`config.mk`:
```
export PLATFORM = sky130hd
export DESIGN_NAME = shift_add_mult
export DESIGN_NICKNAME = d
export VERILOG_FILES = /design/src/rtl/mul_pkg.sv /design/src/rtl/mul_ctrl.sv /design/src/rtl/mul_counter.sv /design/src/rtl/mul_datapath.sv /design/src/rtl/shift_add_mult.sv
export SDC_FILE = /design/constraint.sdc
export NUM_CORES = 1
export LEC_CHECK = 0
export BUFFER_PORTS_ARGS = -buffer_cell sky130_fd_sc_hd__buf_2
export CAP_MARGIN = 20
export CORE_ASPECT_RATIO = 0.8
export CORE_MARGIN = 8
export CORE_UTILIZATION = 36
export CTS_CLUSTER_SIZE = 16
export DETAILED_ROUTE_END_ITERATION = 10
export PLACE_DENSITY = 0.59
export SKIP_LAST_GASP = 1
export SYNTH_ARGS = -nofsm -noshare
export SYNTH_HDL_FRONTEND = slang
export SYNTH_SLANG_ARGS = --single-unit
```
`constraint.sdc`:
```
create_clock -name clk -period 4.9 [get_ports clk]
set_clock_uncertainty 0.2 [all_clocks]
set_input_delay 0.98 -clock clk [delete_from_list [all_inputs] [get_ports clk]]
set_output_delay 0.98 -clock clk [all_outputs]
set_load 0.03 [all_outputs]
```
`src/rtl/mul_pkg.sv`:
```
package mul_pkg;
  localparam logic [1:0] ST_IDLE = 2'b00;
  localparam logic [1:0] ST_MUL0 = 2'b01;
  localparam logic [1:0] ST_MUL1 = 2'b10;

  function automatic int unsigned count_width(input int unsigned w);
    return (w > 1) ? $clog2(w) : 1;
  endfunction
endpackage

```
`src/rtl/mul_ctrl.sv`:
```
module mul_ctrl #(
  parameter bit ONE_HOT = 1'b0
) (
  input  logic clk,
  input  logic rst_n,
  input  logic go,
  input  logic zero,
  output logic st_idle,
  output logic st_mul0,
  output logic st_mul1
);
  import mul_pkg::*;

  generate
    if (ONE_HOT) begin : g_onehot
      logic [2:0] hot_q;
      logic [2:0] hot_d;
      always_comb begin
        hot_d[0] = (hot_q[0] & ~go) | (hot_q[2] & zero);
        hot_d[1] = (hot_q[0] & go) | (hot_q[2] & ~zero);
        hot_d[2] = hot_q[1];
      end
      always_ff @(posedge clk or negedge rst_n) begin
        if (!rst_n) hot_q <= 3'b001;
        else        hot_q <= hot_d;
      end
      assign st_idle = hot_q[0];
      assign st_mul0 = hot_q[1];
      assign st_mul1 = hot_q[2];
    end else begin : g_binary
      logic [1:0] code_q;
      logic [1:0] code_d;
      always_comb begin
        code_d[1] = (code_q == ST_MUL0);
        code_d[0] = ((code_q == ST_IDLE) & go) | ((code_q == ST_MUL1) & ~zero);
      end
      always_ff @(posedge clk or negedge rst_n) begin
        if (!rst_n) code_q <= ST_IDLE;
        else        code_q <= code_d;
      end
      assign st_idle = (code_q == ST_IDLE);
      assign st_mul0 = (code_q == ST_MUL0);
      assign st_mul1 = (code_q == ST_MUL1);
    end
  endgenerate
endmodule

```
`src/rtl/mul_counter.sv`:
```
module mul_counter #(
  parameter int unsigned WIDTH = 8
) (
  input  logic clk,
  input  logic rst_n,
  input  logic load,
  input  logic dec,
  output logic zero
);
  import mul_pkg::*;
  localparam int unsigned CW = count_width(WIDTH);
  localparam logic [CW-1:0] START = CW'(WIDTH - 1);

  logic [CW-1:0] cnt_q;

  always_ff @(posedge clk or negedge rst_n) begin
    if (!rst_n)         cnt_q <= '0;
    else if (load)      cnt_q <= START;
    else if (dec)       cnt_q <= cnt_q - 1'b1;
  end

  assign zero = (cnt_q == '0);
endmodule

```
`src/rtl/mul_datapath.sv`:
```
module mul_datapath #(
  parameter int unsigned WIDTH = 8
) (
  input  logic             clk,
  input  logic             rst_n,
  input  logic [WIDTH-1:0] din,
  input  logic             ld_b,
  input  logic             ld_q,
  input  logic             clr_acc,
  input  logic             add_en,
  input  logic             shift_en,
  output logic             q0,
  output logic             carry,
  output logic [WIDTH-1:0] acc,
  output logic [WIDTH-1:0] mq
);
  localparam int unsigned CHAIN = 2 * WIDTH + 1;

  logic [WIDTH-1:0] b_q;
  logic [WIDTH:0]   sum;
  logic [CHAIN-1:0] shifted;

  function automatic logic [WIDTH:0] add_step(input logic [WIDTH-1:0] x,
                                              input logic [WIDTH-1:0] y);
    return {1'b0, x} + {1'b0, y};
  endfunction

  function automatic logic [CHAIN-1:0] shift_step(input logic c,
                                                  input logic [WIDTH-1:0] hi,
                                                  input logic [WIDTH-1:0] lo);
    return {c, hi, lo} >> 1;
  endfunction

  assign sum     = add_step(acc, b_q);
  assign shifted = shift_step(carry, acc, mq);

  always_ff @(posedge clk or negedge rst_n) begin
    if (!rst_n) b_q <= '0;
    else if (ld_b) b_q <= din;
  end

  always_ff @(posedge clk or negedge rst_n) begin
    if (!rst_n) begin
      carry <= 1'b0;
      acc   <= '0;
    end else if (clr_acc) begin
      carry <= 1'b0;
      acc   <= '0;
    end else if (add_en) begin
      carry <= sum[WIDTH];
      acc   <= sum[WIDTH-1:0];
    end else if (shift_en) begin
      carry <= shifted[CHAIN-1];
      acc   <= shifted[CHAIN-2:WIDTH];
    end
  end

  always_ff @(posedge clk or negedge rst_n) begin
    if (!rst_n)        mq <= '0;
    else if (ld_q)     mq <= din;
    else if (shift_en) mq <= shifted[WIDTH-1:0];
  end

  assign q0 = mq[0];
endmodule

```
`src/rtl/shift_add_mult.sv`:
```
module shift_add_mult #(
  parameter int unsigned WIDTH   = 8,
  parameter bit          ONE_HOT = 1'b0
) (
  input  logic               clk,
  input  logic               rst_n,
  input  logic               go,
  input  logic [WIDTH-1:0]   din,
  input  logic               ld_mcand,
  input  logic               ld_mplier,
  output logic               busy,
  output logic               done,
  output logic [2*WIDTH-1:0] product
);
  logic st_idle, st_mul0, st_mul1;
  logic zero, q0, carry;
  logic ev_start, ev_add, ev_shift, ev_finish;
  logic ld_b_en, ld_q_en;
  logic [WIDTH-1:0] acc, mq;

  mul_ctrl #(.ONE_HOT(ONE_HOT)) u_ctrl (
    .clk(clk), .rst_n(rst_n), .go(go), .zero(zero),
    .st_idle(st_idle), .st_mul0(st_mul0), .st_mul1(st_mul1)
  );

  assign ev_start  = st_idle & go;
  assign ev_add    = st_mul0 & q0;
  assign ev_shift  = st_mul1;
  assign ev_finish = st_mul1 & zero;
  assign ld_b_en   = st_idle & ld_mcand;
  assign ld_q_en   = st_idle & ld_mplier;

  mul_counter #(.WIDTH(WIDTH)) u_cnt (
    .clk(clk), .rst_n(rst_n), .load(ev_start), .dec(ev_shift), .zero(zero)
  );

  mul_datapath #(.WIDTH(WIDTH)) u_dp (
    .clk(clk), .rst_n(rst_n), .din(din), .ld_b(ld_b_en), .ld_q(ld_q_en),
    .clr_acc(ev_start), .add_en(ev_add), .shift_en(ev_shift),
    .q0(q0), .carry(carry), .acc(acc), .mq(mq)
  );

  always_ff @(posedge clk or negedge rst_n) begin
    if (!rst_n)         done <= 1'b0;
    else if (ev_start)  done <= 1'b0;
    else if (ev_finish) done <= 1'b1;
  end

  assign busy    = ~st_idle;
  assign product = {acc, mq};
endmodule

```
==> flow_summary.json <==
{
  "outcome": "finished clean",
  "reg2reg_from": "u_dp.acc[0]",
  "cts_made_buffers": 5,
  "hold_viol_final": 0,
  "dr.pass1.iters": 4,
  "hpwl_mm": 3.14,
  "grt_pass1_vias": 1467,
  "holdCritStartpoint": "u_cnt.cnt_q[0]",
  "max_freq_ghz": 0.380,
  "numPortBuffers": 30,
  "stdcell_area_um2": 2100,
  "h-tree-depth": 2,
  "gr-usage-met2": 0.167,
  "hold_end": "u_cnt.cnt_q[0]",
  "intPower_mw": 0.851,
  "nFillCells": 516,
  "die_h_um": 78.8,
  "gp_congestion": 0.765,
  "hold_depth": 1,
  "syn_to_final_growth_pct": 18.2,
  "wire_per_inst_um": 16.3,
  "slew_headroom": 0.515,
  "dieArea_um2": 7450,
  "cts_root_buf": "clkbuf_8",
  "routed_via_density": 5.39,
  "vias": 1444,
  "tightest_slew_ns": 0.728,
  "grt.busiest_layer": "met1",
  "setup_viol": 0,
  "finalCriticalPeriod_ns": 2.63,
  "yosys_warnings": 0,
  "grt_usage": 0.124,
  "crit_start": "u_ctrl.g_binary.code_q[1]",
  "leakage_nw": 0.993,
  "ys_seq_elements": 31,
  "dpl-instance-area_um2": 1980,
  "synth.area.mux_share": 0.0507,
  "synth-simple-area-share": 0.136,
  "synthAdderAreaFrac": 0.0817,
  "cp.arrival_ns": 1.45,
  "die_w_um": 94.5,
  "pre_cts_slack_ns": 2.59,
  "postCtsHoldBufs": 0,
  "synth_top_family_by_area": "compound AO/OA/AOI/OAI gates",
  "finalCritPeriodShare": 0.537,
  "drt-total-wl_mm": 4.36,
  "coreArea_um2": 4890,
  "synthXorXnorAreaFrac": 0.00493,
  "synth_compound_area_frac": 0.252,
  "p_comb_frac": 0.506,
  "fin_tns_setup_ns": 0,
  "rsz0062_at_grt": "no",
  "cts.sinks": 31,
  "worstPathMaxFanout": 17,
  "rrSetupSlack_ns": 2.70,
  "clock_path_buffers": 2,
  "use_met1": 0.180,
  "drt_first_iter_violations": 52,
  "synthArstFlopShare": 1.00,
  "finalNetCount": 229,
  "drc": 0,
  "cp-end-kind": "output port",
  "setup_ws_ns": 2.27,
  "grt_antenna_before_repair": 0,
  "io_pins": 31,
  "setup.worst_path.start_class": "register",
  "grt_max_degree": 32,
  "gr-total-overflow": 0,
  "rows": 23,
  "tritoncts": "built",
  "slew_violations": 0,
  "synth_cell_types": 41,
  "finalPower_mw": 1.54,
  "p_per_area_nw_per_um2": 731,
  "hp-class": "register to register",
  "synth_edf_count": 0,
  "ctsResizeCount": 0,
  "p_seq_frac": 0.319,
  "syn_avg_cell_area_um2": 10.3,
  "synth.net_count": 197,
  "insertion_delay_ns": 0.29,
  "syn_inst": 173,
  "syn-cell-area_um2": 1780,
  "crit_type": "register to output port",
  "ys_seq_area_frac": 0.437,
  "postCtsSetupBuffers": 0,
  "grtUsageMet3": 0.0377,
  "antenna_cells": 0,
  "synth_ff_type": "dfrtp_1",
  "post_route_cells_drive_above_1_share": 0.233,
  "ff2ff_path_depth": 8,
  "start_util": 0.363,
  "drt.antenna.violating_nets": 0,
  "required_ns": 3.72,
  "cap_violations": 0,
  "vdd_drop_max_uv": 331,
  "power.switching_mw": 0.684,
  "clk_pin_slew_ns": 0.07,
  "grt_pass1_wl_mm": 7.32,
  "netSwitchingFraction": 0.446,
  "p_clk_frac": 0.175,
  "r2r-end": "u_dp.acc[6]"
}
## registers in the layout, indices dropped and copies added, names as in the netlist
signal	count
done	1
u_cnt.cnt_q	3
u_ctrl.g_binary.code_q	2
u_dp.acc	8
u_dp.b_q	8
u_dp.carry	1
u_dp.mq	8
## metal layers
metal / up-vias / routed length, um
met5: - / 0
met4: 0 / 56
met3: 7 / 267
met2: 33 / 1760
met1: 691 / 2270
li1: 713 / -
## stage by stage
| stage | instances | hold slack, ns | util |
|---|---|---|---|
| global route | 268 | 0.318 | 0.429 |
| floorplan | 173 | 0.240 | - |
| CTS | 268 | 0.280 | 0.429 |
| global placement | 260 | 0.253 | 0.405 |
| detailed placement | 260 | 0.271 | 0.405 |
| finish | 268 | 0.281 | 0.429 |
## critical path: stages, from the launching register on
cell and delay [ns]:
dfrtp_1 0.69, or2_4 0.27, buf_2 0.20
## cell usage in the layout, fill, tap and decap left out, drive strengths merged, types with 2 or more instances in the layout
master,count
a211oi,3
a21oi,13
a221o,4
a22oi,14
and3,2
buf,31
clkbuf,6
dfrtp,31
ha,10
inv,10
mux2,8
nand2,5
nand3,2
nor2,11
nor2b,13
o21a,3
o21ai,20
o31a,2
## synthesized netlist by cell type, drive strengths merged, types with 2 or more instances
cell	instances	area share
buf	4	0.013
o21a	3	0.013
nor2b	13	0.054
dfrtp	31	0.44
a22oi	14	0.059
nand2	5	0.011
ha	10	0.070
and3	2	0.0070
nand3	2	0.0056
inv	10	0.021
a221o	4	0.023
a21oi	13	0.037
o31a	2	0.0099
o21ai	20	0.056
clkbuf	2	0.0042
mux2	8	0.051
nor2	11	0.034
a211oi	3	0.015
## area by class of cell
type,count,area (um^2),area share
flip-flops and latches,31,776,0.369
inverters,10,37.5,0.0179
clock buffers,6,82.6,0.0393
well taps,62,77.6,0.0369
repair buffers,31,158,0.0751
clock inverters,2,35.0,0.0167
multi-input cells,126,933,0.445
## power by group through the flow
stage                     Sequential, mW  Clock (mW)  Combinational [mW]
final                              0.490       0.269               0.777
after global routing               0.510       0.285               0.864
after CTS                          0.488       0.273               0.783
after detailed placement           0.492           0               0.777
after global placement             0.491           0               0.775
after floorplan                    0.548           0               0.526
## how the worst max path moves through the flow
| stage | endpoint | slack [ns] | cells after the start |
|---|---|---|---|
| final | busy | 2.27 | 2 |
| after global routing | busy | 2.18 | 2 |
| after CTS | busy | 2.26 | 2 |
| after detailed placement | busy | 2.59 | 2 |
| after global placement | busy | 2.60 | 2 |
| after floorplan | u_dp.acc[6] | 2.73 | 8 |
## logic make-up (layout without fill, tap and decap cells)
| family | after synthesis | count (layout) |
|---|---|---|
| adders and majority gates | 11 | 11 |
| and+or+nand+nor | 38 | 38 |
| buffers and inverters | 16 | 49 |
| xor gates and xnor gates | 1 | 1 |
| muxes | 8 | 8 |
| AOI/OAI and AO/OA | 68 | 68 |
| DFF | 31 | 31 |
No activity file was read; power rests on OpenSTA's default activity.
